<file path="src/rtl/pio_pkg.sv">
package pio_pkg;
  localparam int PIO_PORTS = 4;
  localparam int PIO_W     = 8;
  localparam int PIO_IDX_W = $clog2(PIO_W);
  localparam int PIO_ALL_W = PIO_PORTS * PIO_W;

  localparam logic [7:0] PIO_DATA_BASE = 8'h80;
  localparam logic [7:0] PIO_DATA_STEP = 8'h10;
  localparam logic [7:0] PIO_CFG_BASE  = 8'h9B;

  localparam int PIO_ALT_PORT   = 3;
  localparam int PIO_GATED_PORT = 1;
  localparam int PIO_GATED_BITS = 4;

  // bit positions inside the routed port
  localparam int ALT_UTX = 0;
  localparam int ALT_URX = 1;
  localparam int ALT_T0  = 2;
  localparam int ALT_CC0 = 3;
  localparam int ALT_CC1 = 4;
  localparam int ALT_T1  = 5;
  localparam int ALT_SDA = 6;
  localparam int ALT_SCL = 7;

  typedef struct packed {
    logic                 wr;
    logic                 bit_wr;
    logic [7:0]           addr;
    logic [PIO_W-1:0]     wdata;
    logic [PIO_IDX_W-1:0] idx;
    logic                 bval;
  } pio_req_t;
endpackage

</file>
<file path="src/rtl/pio_sync.sv">
module pio_sync #(
  parameter int W = 8
) (
  input  logic         clk,
  input  logic         rst_n,
  input  logic [W-1:0] d,
  output logic [W-1:0] q
);
  logic [W-1:0] stage1;

  always_ff @(posedge clk or negedge rst_n) begin
    if (!rst_n) begin
      stage1 <= '0;
      q      <= '0;
    end else begin
      stage1 <= d;
      q      <= stage1;
    end
  end
endmodule

</file>
<file path="src/rtl/pio_port_regs.sv">
module pio_port_regs
  import pio_pkg::*;
#(
  parameter logic [7:0] DATA_ADDR = 8'h80,
  parameter logic [7:0] CFG_ADDR  = 8'h9B
) (
  input  logic             clk,
  input  logic             rst_n,
  input  pio_req_t         req,
  input  logic             rmw,
  input  logic [PIO_W-1:0] pin_sync,
  output logic [PIO_W-1:0] data_q,
  output logic [PIO_W-1:0] cfg_q,
  output logic [PIO_W-1:0] rd_data
);
  logic [PIO_W-1:0] data_d, cfg_d;
  logic hit_data, hit_cfg;

  assign hit_data = (req.addr == DATA_ADDR);
  assign hit_cfg  = (req.addr == CFG_ADDR);

  always_comb begin
    data_d = data_q;
    cfg_d  = cfg_q;
    if (req.wr) begin
      if (hit_data) data_d = req.wdata;
      if (hit_cfg)  cfg_d  = req.wdata;
    end else if (req.bit_wr) begin
      if (hit_data) data_d[req.idx] = req.bval;
      if (hit_cfg)  cfg_d[req.idx]  = req.bval;
    end
  end

  always_ff @(posedge clk or negedge rst_n) begin
    if (!rst_n) begin
      data_q <= '0;
      cfg_q  <= '0;
    end else begin
      data_q <= data_d;
      cfg_q  <= cfg_d;
    end
  end

  always_comb begin
    if (hit_data)
      rd_data = rmw ? data_q : ((data_q & cfg_q) | (pin_sync & ~cfg_q));
    else if (hit_cfg)
      rd_data = cfg_q;
    else
      rd_data = '0;
  end
endmodule

</file>
<file path="src/rtl/pio_alt_route.sv">
module pio_alt_route
  import pio_pkg::*;
(
  input  logic [PIO_W-1:0] data_q,
  input  logic [PIO_W-1:0] cfg_q,
  input  logic [PIO_W-1:0] pin_sync,
  input  logic             uart_en,
  input  logic             uart_tx,
  input  logic             i2c_en,
  input  logic             i2c_scl_o,
  input  logic             i2c_sda_o,
  output logic [PIO_W-1:0] port_out,
  output logic [PIO_W-1:0] port_oe,
  output logic             uart_rx,
  output logic             tmr0_in,
  output logic             tmr1_in,
  output logic             cc0_in,
  output logic             cc1_in
);
  always_comb begin
    port_out = data_q;
    if (cfg_q[ALT_UTX] && uart_en) port_out[ALT_UTX] = uart_tx;
    if (cfg_q[ALT_SCL] && i2c_en)  port_out[ALT_SCL] = i2c_scl_o;
    if (cfg_q[ALT_SDA] && i2c_en)  port_out[ALT_SDA] = i2c_sda_o;
  end

  assign port_oe = cfg_q;

  // inputs idle high while the pin is claimed as an output
  assign uart_rx = cfg_q[ALT_URX] | pin_sync[ALT_URX];
  assign tmr0_in = cfg_q[ALT_T0]  | pin_sync[ALT_T0];
  assign tmr1_in = cfg_q[ALT_T1]  | pin_sync[ALT_T1];
  assign cc0_in  = cfg_q[ALT_CC0] | pin_sync[ALT_CC0];
  assign cc1_in  = cfg_q[ALT_CC1] | pin_sync[ALT_CC1];
endmodule

</file>
<file path="src/rtl/pio_bank.sv">
module pio_bank
  import pio_pkg::*;
(
  input  logic                 clk,
  input  logic                 rst_n,
  input  logic [7:0]           sfr_addr,
  input  logic                 sfr_wr,
  input  logic [PIO_W-1:0]     sfr_wdata,
  input  logic                 sfr_bit_wr,
  input  logic [PIO_IDX_W-1:0] sfr_bit_idx,
  input  logic                 sfr_bit_val,
  input  logic                 sfr_rmw,
  output logic [PIO_W-1:0]     sfr_rdata,
  input  logic                 t2_clk_en,
  input  logic [PIO_ALL_W-1:0] pin_in,
  output logic [PIO_ALL_W-1:0] pin_out,
  output logic [PIO_ALL_W-1:0] pin_oe,
  input  logic                 uart_en,
  input  logic                 uart_tx,
  output logic                 uart_rx,
  input  logic                 i2c_en,
  input  logic                 i2c_scl_o,
  input  logic                 i2c_sda_o,
  output logic                 tmr0_in,
  output logic                 tmr1_in,
  output logic                 cc0_in,
  output logic                 cc1_in
);
  localparam logic [PIO_W-1:0] GATE_MASK = PIO_W'((1 << PIO_GATED_BITS) - 1);

  pio_req_t          req;
  logic [PIO_W-1:0]  rd_vec [PIO_PORTS];

  assign req = '{wr: sfr_wr, bit_wr: sfr_bit_wr, addr: sfr_addr,
                 wdata: sfr_wdata, idx: sfr_bit_idx, bval: sfr_bit_val};

  for (genvar p = 0; p < PIO_PORTS; p++) begin : g_port
    logic [PIO_W-1:0] sync_q, data_q, cfg_q;

    pio_sync #(.W(PIO_W)) sync_i (
      .clk(clk), .rst_n(rst_n),
      .d(pin_in[p*PIO_W +: PIO_W]), .q(sync_q)
    );

    pio_port_regs #(
      .DATA_ADDR(8'(PIO_DATA_BASE + p * PIO_DATA_STEP)),
      .CFG_ADDR (8'(PIO_CFG_BASE + p))
    ) regs_i (
      .clk(clk), .rst_n(rst_n), .req(req), .rmw(sfr_rmw),
      .pin_sync(sync_q), .data_q(data_q), .cfg_q(cfg_q), .rd_data(rd_vec[p])
    );

    if (p == PIO_ALT_PORT) begin : g_alt
      pio_alt_route alt_i (
        .data_q(data_q), .cfg_q(cfg_q), .pin_sync(sync_q),
        .uart_en(uart_en), .uart_tx(uart_tx),
        .i2c_en(i2c_en), .i2c_scl_o(i2c_scl_o), .i2c_sda_o(i2c_sda_o),
        .port_out(pin_out[p*PIO_W +: PIO_W]),
        .port_oe(pin_oe[p*PIO_W +: PIO_W]),
        .uart_rx(uart_rx), .tmr0_in(tmr0_in), .tmr1_in(tmr1_in),
        .cc0_in(cc0_in), .cc1_in(cc1_in)
      );
    end else if (p == PIO_GATED_PORT) begin : g_gated
      assign pin_out[p*PIO_W +: PIO_W] = data_q;
      assign pin_oe[p*PIO_W +: PIO_W]  = cfg_q & (~GATE_MASK | {PIO_W{t2_clk_en}});
    end else begin : g_plain
      assign pin_out[p*PIO_W +: PIO_W] = data_q;
      assign pin_oe[p*PIO_W +: PIO_W]  = cfg_q;
    end
  end

  // at most one port decodes any address, so the merge is an OR
  always_comb begin
    sfr_rdata = '0;
    for (int p = 0; p < PIO_PORTS; p++) sfr_rdata |= rd_vec[p];
  end
endmodule

</file>
<file path="config.mk">
export PLATFORM = sky130hd
export DESIGN_NAME = pio_bank
export DESIGN_NICKNAME = d
export VERILOG_FILES = /design/src/rtl/pio_pkg.sv /design/src/rtl/pio_sync.sv /design/src/rtl/pio_port_regs.sv /design/src/rtl/pio_alt_route.sv /design/src/rtl/pio_bank.sv
export SDC_FILE = /design/constraint.sdc
export NUM_CORES = 1
export LEC_CHECK = 0
export ABC_AREA = 1
export BUFFER_PORTS_ARGS = -buffer_cell sky130_fd_sc_hd__buf_2
export CORE_UTILIZATION = 57
export DETAILED_ROUTE_END_ITERATION = 16
export PLACE_DENSITY = 0.83
export SLEW_MARGIN = 30
export SYNTH_ARGS = -nofsm -noshare
export SYNTH_HDL_FRONTEND = slang
export SYNTH_HIERARCHICAL = 1
export SYNTH_SLANG_ARGS = --single-unit
export TNS_END_PERCENT = 30
</file>
<file path="constraint.sdc">
create_clock -name clk -period 1.2 [get_ports clk]
set_input_delay 0 -clock clk [delete_from_list [all_inputs] [get_ports clk]]
set_output_delay 0 -clock clk [all_outputs]
set_load 0.02 [all_outputs]
</file>
==> impl_metrics.csv, run 1 <==
group,metric,value,unit
status,status,"complete, but fails checks",
status,violations,"negative setup slack",
critical_path,crit_chain,"o21ai_2 > nand2_2 > nand2_1 > nand2_1 > nor2_2 > nand2_2 > buf_6",
power_and_ir_drop,combPwrFrac,0.132,
synth,syn_area,7226,um^2
timing,fmax,0.6257,GHz
critical_path,critPathLaunchType,"flop",
finish,fin_nets,1291,
run,maxCapViolations,0,
timing,finalCritPeriodShare,1.332,
finish,n_fill_cell,834,
timing,rsz0062_at_grt,"yes",
critical_path,worstPathRequired,1.20,ns
die,start_util,0.5941,
synth,synth_top_cell_by_area,"dfrtp_1",
power_and_ir_drop,total_leakage_power,5.458,nW
drt,detail-route-antenna-nets,0,
timing,slew_viol_final,0,
place,post-place-cells,1331,
drt,drc,0,
synth,yosys.cell_count.top_type,"nand2_1",
power_and_ir_drop,clockPowerShare,0.463,
critical_path,worstPathArrival,1.60,ns
synth,synth.area.top_cells,"dfrtp_1 44%, nand2_1 21%, nand3_1 10%",
synth,yosys.area.top_type_share,0.4433,
power_and_ir_drop,switchingPower,3.059,mW
grt,grt_pass1_vias,7290,
die,core,12160,um^2
timing,fin_setup_tns,-4.027,ns
die,die_area,13130,um^2
cts,cts.sinks,128,
power_and_ir_drop,p_seq_frac,0.405,
power_and_ir_drop,internal-power,8.256,mW
power_and_ir_drop,peakVddDrop,0.001502,V
drt,via_per_inst,5.457,
die,die_h,114.6,um
synth,synthArstFlopShare,1.000,
drt,drt_iter0_markers,684,
power_and_ir_drop,power,11.31,mW
timing,setup_viol,19,
synth,ys_ff_latch,128,
critical_path,criticalPathCategory,"reg2out",
synth,synth_edf_count,0,
grt,grt.overflow.total,0,
cts,cts_tree,"done",
timing,slew_headroom,0.6598,
critical_path,slowest_delay,0.44,ns
place,gp_congestion,0.9451,
synth,synth_cells,974,
cts,clkTransAtPathRegs,0.06,ns
finish,area_growth,36.59,%
die,io_pins,140,
grt,grt_pass1_wl,35.94,mm
grt,gr-usage-all-layers,0.3652,
die,die_width,114.6,um
timing,worst_pin_slew,0.5103,ns
synth,synth_fp_nets,1037,
finish,final-instance-count-excl-fill,1409,
drt,vias,7689,
power_and_ir_drop,power.share.switching,0.2703,
worst_hold_path,hold_path.class,"in2async",
place,dp_hpwl,15.38,mm
finish,antenna_cells,0,
power_and_ir_drop,powerDensity,1146,nW/um^2
timing,hold_viol_final,0,
critical_path,worstPathMaxFanout,4,
timing,fin_worst_skew,0.006001,ns
cts,insertion_delay,0.42,ns
drt,drt-pass1-iter-count,5,
timing,setup_ws,-0.3983,ns
finish,fin_util,0.8115,
finish,drive_gt1_frac,0.2957,
timing,layout_min_cycle_time,1.598,ns
synth,syn_avg_cell_area,7.419,um^2
critical_path,cpMaxStageDelayCell,"dfrtp_2",
cts,h-tree-depth,4,
place,port_buffers,139,
synth,ys_warn_count,6,
timing,whs,0.02196,ns
die,placementRows,40,
cts,numCtsBuffers,17,
synth,yosysSeqAreaShare,0.4433,
grt,antenna_found_initial,0,
cts,cts.path.max_buffers,2,
critical_path,endpoint_kind,"primary output",
synth,synthDistinctLibCells,24,
synth,synthTopCellsByCount,"395 x nand2_1, 149 x nand3_1, 128 x dfrtp_1",
drt,avgRoutedWirePerCell,16.40,um
drt,wirelength,23.11,mm
synth,synth_ff_type,"dfrtp_1",
cts,root_buffer,"clkbuf_16",
grt,grt_max_degree,48,
critical path: cells and delay by family (launching register included):
| kind | cells | cell delay [ns] |
|---|---|---|
| AO/OA/AOI/OAI | 1 | 0.15 |
| buffers and inverters | 1 | 0.13 |
| flip-flops | 1 | 0.44 |
| AND/OR/NAND/NOR | 5 | 0.44 |
power by group through the flow:
stage	Combinational (mW)	Clock [mW]	Sequential, mW
final	1.50	5.24	4.58
after global routing	1.63	5.47	4.60
after CTS	1.45	5.26	4.58
after detailed placement	1.32	0	4.65
after global placement	1.30	0	4.64
after floorplan	0.663	0	4.68
repair_timing:
action,in CTS,in global routing
endpoints found under the setup margin,16,20
pin swaps,33,21
gates resized for setup,58,54
setup buffers,8,6
hold buffers,33,0
hold endpoints to repair,160,0
final cells by class:
class | instances | area (um^2) | area share
clock buffers | 21 | 470.5 | 0.04767
clock inverters | 11 | 130.1 | 0.01318
inverters | 60 | 242.7 | 0.02459
multi-input cells | 757 | 3647 | 0.3695
flip-flops and latches | 128 | 3211 | 0.3253
well taps | 168 | 210.2 | 0.02130
repair buffers | 264 | 1958 | 0.1984
path summary, 6_finish.rpt:
check	from	slack, ns	cells past startpoint	endpoint
max in group asynchronous	rst_n	0.62	3	g_port[1].regs_i/cfg_q[6]$_DFFE_PN0P_
hold / removal	rst_n	0.02	2	g_port[0].regs_i/data_q[1]$_DFFE_PN0P_
setup reg to reg	g_port[0].regs_i/cfg_q[1]$_DFFE_PN0P_	0.33	3	g_port[0].regs_i/cfg_q[1]$_DFFE_PN0P_
hold reg to reg	g_port[3].sync_i/stage1[5]$_DFF_PN0_	0.34	0	g_port[3].sync_i/q[5]$_DFF_PN0_
setup / recovery	g_port[2].regs_i/cfg_q[2]$_DFFE_PN0P_	-0.40	7	sfr_rdata[2]
min in group clk	sfr_wdata[0]	0.05	5	g_port[3].regs_i/data_q[0]$_DFFE_PN0P_
cells by family (layout without fill, tap and decap cells):
group	Yosys count	in the layout	synth area share
AND/OR/NAND/NOR	692	692	0.4436
buffers and inverters	89	356	0.06805
AO/OA/AOI/OAI	65	65	0.04502
flip-flops	128	128	0.4433
per-layer routing:
metal | part of all wire | wire, um | vias up | track usage
li1 | - | - | 3656 | -
met1 | 0.40 | 9166 | 3546 | 0.4595
met2 | 0.47 | 10910 | 403 | 0.5943
met3 | 0.093 | 2144 | 84 | 0.08894
met4 | 0.038 | 888 | 0 | 0.1723
met5 | 0 | 0 | - | 0
metrics by stage:
stage	setup slack [ns]	instance area, um^2
floorplan	0.1588	7226
global placement	-0.1126	8591
detailed placement	-0.1189	8591
CTS	-0.3992	9707
global route	-0.4929	9869
finish	-0.3983	9869
cells in the final DEF (no fill, tap or decap), types with 4 or more instances in the layout:
cell type and count:
nand3_1 149, buf_12 9, nand2_1 376, nand2_4 9, dfrtp_1 122, nand4_1 26, dlygate4sd3_1 33, inv_2 11
nor2_8 10, clkbuf_16 17, o21ai_0 15, inv_1 42, buf_6 23, buf_2 122, o21ai_2 7, or2_1 5
clkinv_4 4, nor2_4 10, nand2_2 26, buf_4 77, dfrtp_2 6, nor2_2 18, clkinv_2 4, o21ai_1 43
nor2_1 61
sequential cells by signal, indices dropped and copies added, names as in the netlist:
register	flops
g_port.sync_i/q	32
g_port.regs_i/cfg_q	32
g_port.regs_i/data_q	32
g_port.sync_i/stage1	32
(Power assumes the default switching activity.)
==> inputs of run 2 (changes only) <==
- CORE_ASPECT_RATIO: unset -> 0.5
==> run 2 against run 1 <==
  * The flow still finishes with violations (negative setup slack)
  * Register-to-register slack improved by 0.04 ns
  * Worst setup slack got worse by 0.030 ns
  * Non-clock buffer count is 18 lower
  * First-iteration DRC count up 19%
  * Hold slack improved by 0.033 ns
  * Critical path type unchanged
  * Largest power group unchanged
==> impl_metrics.csv, run 2 (synthesis results as in run 1) <==
group,metric,value,unit
status,status,"complete, but fails checks",
status,violations,"negative setup slack",
cts,cts.sinks,128,
critical_path,cpLargestDelayFamily,"simple AND/OR/NAND/NOR gates",
critical_path,crit_chain,"o21ai_1 > nand2_1 > nand2_1 > nand2_1 > nor2_4 > nand2_2 > buf_6",
drt,drt_iter0_markers,813,
run,maxCapViolations,0,
place,port_buffers,139,
power_and_ir_drop,total_leakage_power,5.330,nW
die,core,12090,um^2
drt,vias,7702,
power_and_ir_drop,power,11.07,mW
timing,slew_headroom,0.6708,
drt,via_per_inst,5.549,
finish,fin_nets,1273,
place,dp_worst_setup_slack,-0.2306,ns
grt,met3_usage,0.09141,
drt,drc,0,
timing,finalCritPeriodShare,1.357,
grt,grt.busiest_layer,"met2",
critical_path,rr_endpoint,"g_port[3].regs_i/cfg_q[6]$_DFFE_PN0P_",
cts,root_buffer,"clkbuf_16",
cts,insertion_delay,0.41,ns
critical_path,reg2reg_depth,3,
grt,grt_max_degree,61,
drt,avgRoutedWirePerCell,16.14,um
timing,layout_min_cycle_time,1.629,ns
timing,fin_worst_skew,0.006134,ns
finish,layout_commonest_cell,"nand2_1",
drt,wirelength,22.41,mm
critical_path,rrSetupSlack,0.37,ns
drt,drt-pass1-iter-count,6,
worst_hold_path,hold_path.class,"in2reg",
die,die_width,161.2,um
cts,numCtsBuffers,17,
worst_hold_path,min_from,"sfr_wr",
timing,setup_viol,15,
finish,layout_common_cells,"380 x nand2_1, 149 x nand3_1, 126 x buf_2",
cts,clkTransAtPathRegs,0.06,ns
die,die_area,13160,um^2
timing,slew_viol_final,0,
cts,cts.path.max_buffers,2,
timing,hold_viol_final,0,
critical_path,critPathLaunchType,"flop",
critical_path,slowest_delay,0.40,ns
worst_hold_path,hold-path-cell-count,5,
critical_path,endpoint_kind,"primary output",
critical_path,cpMostUsedCell,"nand2_1",
critical_path,cpMaxStageDelayCell,"dfrtp_1",
drt,detail-route-antenna-nets,0,
die,die_h,81.62,um
worst_hold_path,whs_endpoint,"g_port[2].regs_i/cfg_q[1]$_DFFE_PN0P_",
grt,grt.overflow.total,0,
critical_path,worstPathMaxFanout,4,
finish,drive_gt1_frac,0.2756,
grt,gr-usage-all-layers,0.3495,
cts,h-tree-depth,4,
grt,grt_pass1_vias,7074,
finish,area_growth,33.19,%
critical_path,worstPathArrival,1.63,ns
die,io_pins,140,
grt,antenna_found_initial,0,
timing,fmax,0.6140,GHz
cts,cts_tree,"done",
place,gp_congestion,0.9150,
timing,rsz0062_at_grt,"yes",
critical_path,path_buf_inv,1,
grt,met2_usage,0.5767,
grt,grt_pass1_wl,35.05,mm
critical_path,worstReg2RegStart,"g_port[3].regs_i/cfg_q[6]$_DFFE_PN0P_",
place,dp_hpwl,15.45,mm
finish,antenna_cells,0,
timing,whs,0.05447,ns
die,start_util,0.5978,
grt,groute.layer.met1.usage,0.4496,
power_and_ir_drop,peakVddDrop,0.0008736,V
timing,setup_ws,-0.4286,ns
critical_path,criticalPathCategory,"reg2out",
timing,worst_pin_slew,0.4922,ns
power_and_ir_drop,powerDensity,1150,nW/um^2
critical_path,worstPathRequired,1.20,ns
finish,fin_util,0.7963,
die,placementRows,28,
==> run 2: cell types whose count changed in the layout (fill, tap and decap cells not counted), moves of 4 or more <==
cell        previous run  this run
buf_2                122       126
clkinvlp_4             1         5
buf_6                 23        15
nor2_2                18        14
nand2_1              376       380
buf_4                 77        63
==> run 2: worst reg2reg max path: cells and delay by family, from the launching register on <==
kind	cells	cell delay (ns)
flops	1	0.42
buf+inv	1	0.17
simple gates	2	0.13
==> run 2: final cells by class <==
class	instances	area (um^2)
Clock buffer	18	439.2
Clock inverter	14	132.6
Fill cell	834	2462
Inverter	60	242.7
Multi-Input combinational cell	757	3633
Sequential cell	128	3207
Tap cell	165	206.4
Timing Repair Buffer	246	1763
==> run 2: what timing repair did <==
action	in CTS	in global routing
gates resized for setup	55	33
pin swaps	26	19
endpoints found under the hold margin	160	0
hold buffers	35	0
setup buffers	6	2
gates cloned	0	0
endpoints found under the setup margin	14	19
==> run 2: routing by layer <==
metal	vias to the layer above	share of wire
li1	3624	-
met1	3606	0.43
met2	415	0.46
met3	57	0.090
met4	0	0.022
met5	-	0
==> run 2: worst max path at each step <==
stage / from / to / slack [ns] / depth (start not counted)
2_1_floorplan: g_port[1].regs_i/cfg_q[6]$_DFFE_PN0P_ / sfr_rdata[6] / 0.16 / 6
3_3_place_gp: sfr_addr[3] / sfr_rdata[3] / -0.19 / 9
3_5_place_dp: sfr_addr[3] / sfr_rdata[3] / -0.23 / 9
4_1_cts: g_port[1].regs_i/cfg_q[2]$_DFFE_PN0P_ / sfr_rdata[2] / -0.38 / 7
5_1_grt: g_port[1].regs_i/cfg_q[5]$_DFFE_PN0P_ / sfr_rdata[5] / -0.48 / 7
6_report: g_port[0].regs_i/cfg_q[5]$_DFFE_PN0P_ / sfr_rdata[5] / -0.43 / 7
==> run 2: where the power goes <==
part / total (mW) / switching, mW / leakage, nW / internal (mW)
clock: 5.03 / 2.09 / 0.267 / 2.93
combinational: 1.46 / 0.950 / 3.43 / 0.513
sequential: 4.58 / 0.0945 / 1.63 / 4.48
total: 11.1 / 3.14 / 5.33 / 7.93
==> run 2: stage by stage <==
step           std cells  setup TNS [ns]  cell area, um^2
2_1_floorplan        974               0             7226
3_3_place_gp        1313          -1.102             8449
3_5_place_dp        1313          -1.641             8449
5_1_grt             1388          -4.367             9624
6_report            1388          -3.499             9624
4_1_cts             1386          -3.432             9535
==> inputs of run 3 (changes only) <==
- ABC_AREA: 1 -> unset
==> run 3 against run 2 <==
  * The flow still finishes with violations (negative setup slack)
  * Hold slack got worse by 0.017 ns
  * Maximum frequency down 29%
  * Sequential power is essentially flat
  * Critical path depth is 1 lower
  * Global-route usage grew 7.6 points
  * Non-clock buffer count rose by 85
  * Clock skew rose by 0.0022 ns
  * Clock-buffer cell count is 1 higher
  * Routed wire length increased by 25%
  * Critical path type unchanged
  * Critical endpoint is now sfr_rdata[7]
  * Largest power group unchanged
==> impl_metrics.csv, run 3 <==
group,metric,value,unit
cts,numCtsBuffers,17,
timing,fin_worst_skew,0.008321,ns
place,port_buffers,139,
run,maxCapViolations,0,
drt,drt_iter0_markers,1135,
grt,grt_max_degree,51,
critical_path,cpLargestDelayFamily,"simple AND/OR/NAND/NOR gates",
drt,vias,7430,
grt,antenna_found_initial,1,
die,io_pins,140,
finish,antenna_cells,0,
finish,n_fill_cell,569,
power_and_ir_drop,powerDensity,1176,nW/um^2
cts,insertion_delay,0.43,ns
power_and_ir_drop,total_leakage_power,4.809,nW
grt,grt.overflow.total,0,
critical_path,worstPathMaxFanout,2,
power_and_ir_drop,peakVddDrop,0.001129,V
die,start_util,0.5879,
synth,synthDistinctLibCells,55,
drt,detail-route-antenna-nets,0,
critical_path,slowest_delay,0.57,ns
synth,syn_avg_cell_area,11.00,um^2
synth,yosys.area.top_type_share,0.4601,
synth,synth_cells,633,
cts,clkTransAtPathRegs,0.07,ns
finish,fin_nets,985,
grt,gr-usage-all-layers,0.4259,
timing,fin_setup_tns,-10.50,ns
synth,synth.area.top_cells,"dfrtp_1 46%, mux2_1 6.0%, mux2_2 5.3%",
synth,synthTopCellsByCount,"128 x dfrtp_1, 70 x nand2_1, 40 x o211ai_1",
cts,cts.path.max_buffers,2,
critical_path,worstPathRequired,1.20,ns
finish,fin_util,0.8495,
finish,layout_commonest_cell,"buf_4",
synth,synth_edf_count,0,
finish,layout_common_cells,"140 x buf_4, 124 x buf_2, 120 x dfrtp_1",
cts,h-tree-depth,4,
critical_path,criticalPathCategory,"reg2out",
timing,slew_headroom,0.4241,
grt,grt_pass1_vias,7158,
synth,yosys.cell_count.top_type,"dfrtp_1",
synth,syn_area,6962,um^2
die,die_width,158.3,um
status,status,"complete, but fails checks",
synth,synth_top_cell_by_area,"dfrtp_1",
timing,worst_pin_slew,0.8634,ns
synth,synth_ff_type,"dfrtp_1",
critical_path,path_buf_inv,1,
die,core,11840,um^2
die,placementRows,28,
critical_path,endpoint_kind,"primary output",
drt,wirelength,28.02,mm
timing,slew_viol_final,0,
critical_path,crit_chain,"nor2_2 > mux2_2 > a22oi_2 > nor2_1 > or4_4 > buf_6",
place,dp_worst_setup_slack,-0.6432,ns
critical_path,worstPathArrival,2.31,ns
drt,drc,0,
drt,drt-pass1-iter-count,7,
grt,grt_pass1_wl,39.39,mm
critical_path,cpMaxStageDelayCell,"or4_4",
place,dp_hpwl,15.23,mm
critical_path,critPathLaunchType,"flop",
cts,cts.sinks,128,
cts,root_buffer,"clkbuf_16",
die,die_area,12690,um^2
timing,finalCritPeriodShare,1.922,
finish,area_growth,44.50,%
die,die_h,80.15,um
timing,rsz0062_at_grt,"yes",
synth,ys_warn_count,6,
cts,cts_tree,"done",
drt,via_per_inst,6.755,
timing,hold_viol_final,0,
timing,setup_viol,24,
status,violations,"negative setup slack",
timing,fmax,0.4336,GHz
synth,yosysSeqAreaShare,0.4601,
place,gp_congestion,0.9503,
worst_hold_path,hold_path.class,"in2async",
synth,ys_ff_latch,128,
finish,drive_gt1_frac,0.4706,
drt,avgRoutedWirePerCell,25.47,um
timing,layout_min_cycle_time,2.306,ns
synth,synthArstFlopShare,1.000,
timing,setup_ws,-1.106,ns
synth,synth_fp_nets,696,
==> run 3: changes by cell type after synthesis, moves of 26 or more <==
cell / previous run / this run
mux2_2: 0 / 33
o211ai_1: 0 / 40
mux2_1: 0 / 37
inv_1: 43 / 2
nand4_1: 26 / 0
nor2_1: 72 / 34
nand2_1: 395 / 70
a21oi_1: 0 / 26
nand3_1: 149 / 0
==> run 3: final timing paths <==
| check | from | end | slack [ns] | cells after the start |
|---|---|---|---|---|
| max | g_port[2].regs_i/cfg_q[7]$_DFFE_PN0P_ | sfr_rdata[7] | -1.11 | 6 |
| min | rst_n | g_port[3].sync_i/stage1[4]$_DFF_PN0_ | 0.04 | 2 |
| max reg2reg | g_port[3].regs_i/cfg_q[1]$_DFFE_PN0P_ | g_port[3].regs_i/cfg_q[1]$_DFFE_PN0P_ | -0.02 | 2 |
| min reg2reg | g_port[0].sync_i/stage1[6]$_DFF_PN0_ | g_port[0].sync_i/q[6]$_DFF_PN0_ | 0.35 | 0 |
| max in group asynchronous | rst_n | g_port[2].regs_i/cfg_q[4]$_DFFE_PN0P_ | 0.54 | 3 |
| min in group clk | sfr_wdata[5] | g_port[2].regs_i/data_q[5]$_DFFE_PN0P_ | 0.11 | 4 |
==> run 3: power breakdown <==
| group | internal [mW] | total (mW) | switching (mW) |
|---|---|---|---|
| Clock | 3.38 | 5.50 | 2.12 |
| Sequential | 4.49 | 4.60 | 0.108 |
| Combinational | 0.764 | 1.73 | 0.965 |
==> run 3: what timing repair did <==
| action | CTS | global route |
|---|---|---|
| gates resized for setup | 35 | 38 |
| endpoints found under the hold margin | 160 | 0 |
| setup endpoints to repair | 19 | 29 |
| hold buffers | 33 | 0 |
| setup buffers | 1 | 0 |
| pin swaps | 6 | 11 |
==> run 3: logic make-up (layout without fill, tap and decap cells) <==
| kind of cell | after synthesis | after routing | synth area share |
|---|---|---|---|
| and+or+nand+nor | 202 | 202 | 0.1914 |
| AOI/OAI and AO/OA | 165 | 165 | 0.1646 |
| DFF | 128 | 128 | 0.4601 |
| muxes | 75 | 75 | 0.1240 |
| buffers and inverters | 63 | 365 | 0.05985 |
==> run 3: final cells by class <==
| type | instances | area, um^2 | area share |
|---|---|---|---|
| clock buffers | 19 | 452.9 | 0.04503 |
| clock inverters | 13 | 161.4 | 0.01604 |
| inverters | 2 | 7.507 | 0.0007463 |
| multi-input cells | 442 | 3515 | 0.3494 |
| flip-flops and latches | 128 | 3213 | 0.3194 |
| well taps | 165 | 206.4 | 0.02052 |
| repair buffers | 331 | 2504 | 0.2489 |
==> run 3: through the flow <==
step           power (mW)  hold slack (ns)  instance area, um^2  cells
2_1_floorplan       5.298          -0.2956                 7002    633
3_3_place_gp        6.050         -0.08282                 8867   1034
3_5_place_dp        6.105         -0.07677                 8867   1034
4_1_cts             11.56          0.02541                 9933   1100
5_1_grt             12.08          0.06283                10060   1100
6_report            11.83          0.03769                10060   1100
==> run 3: metal layers <==
metal / part of all wire / track usage / vias to the layer above
met5: 0.0020 / 0 / -
met4: 0.083 / 0.2990 / 2
met3: 0.14 / 0.1344 / 275
met2: 0.43 / 0.6640 / 735
met1: 0.35 / 0.5056 / 3503
li1: - / - / 2915
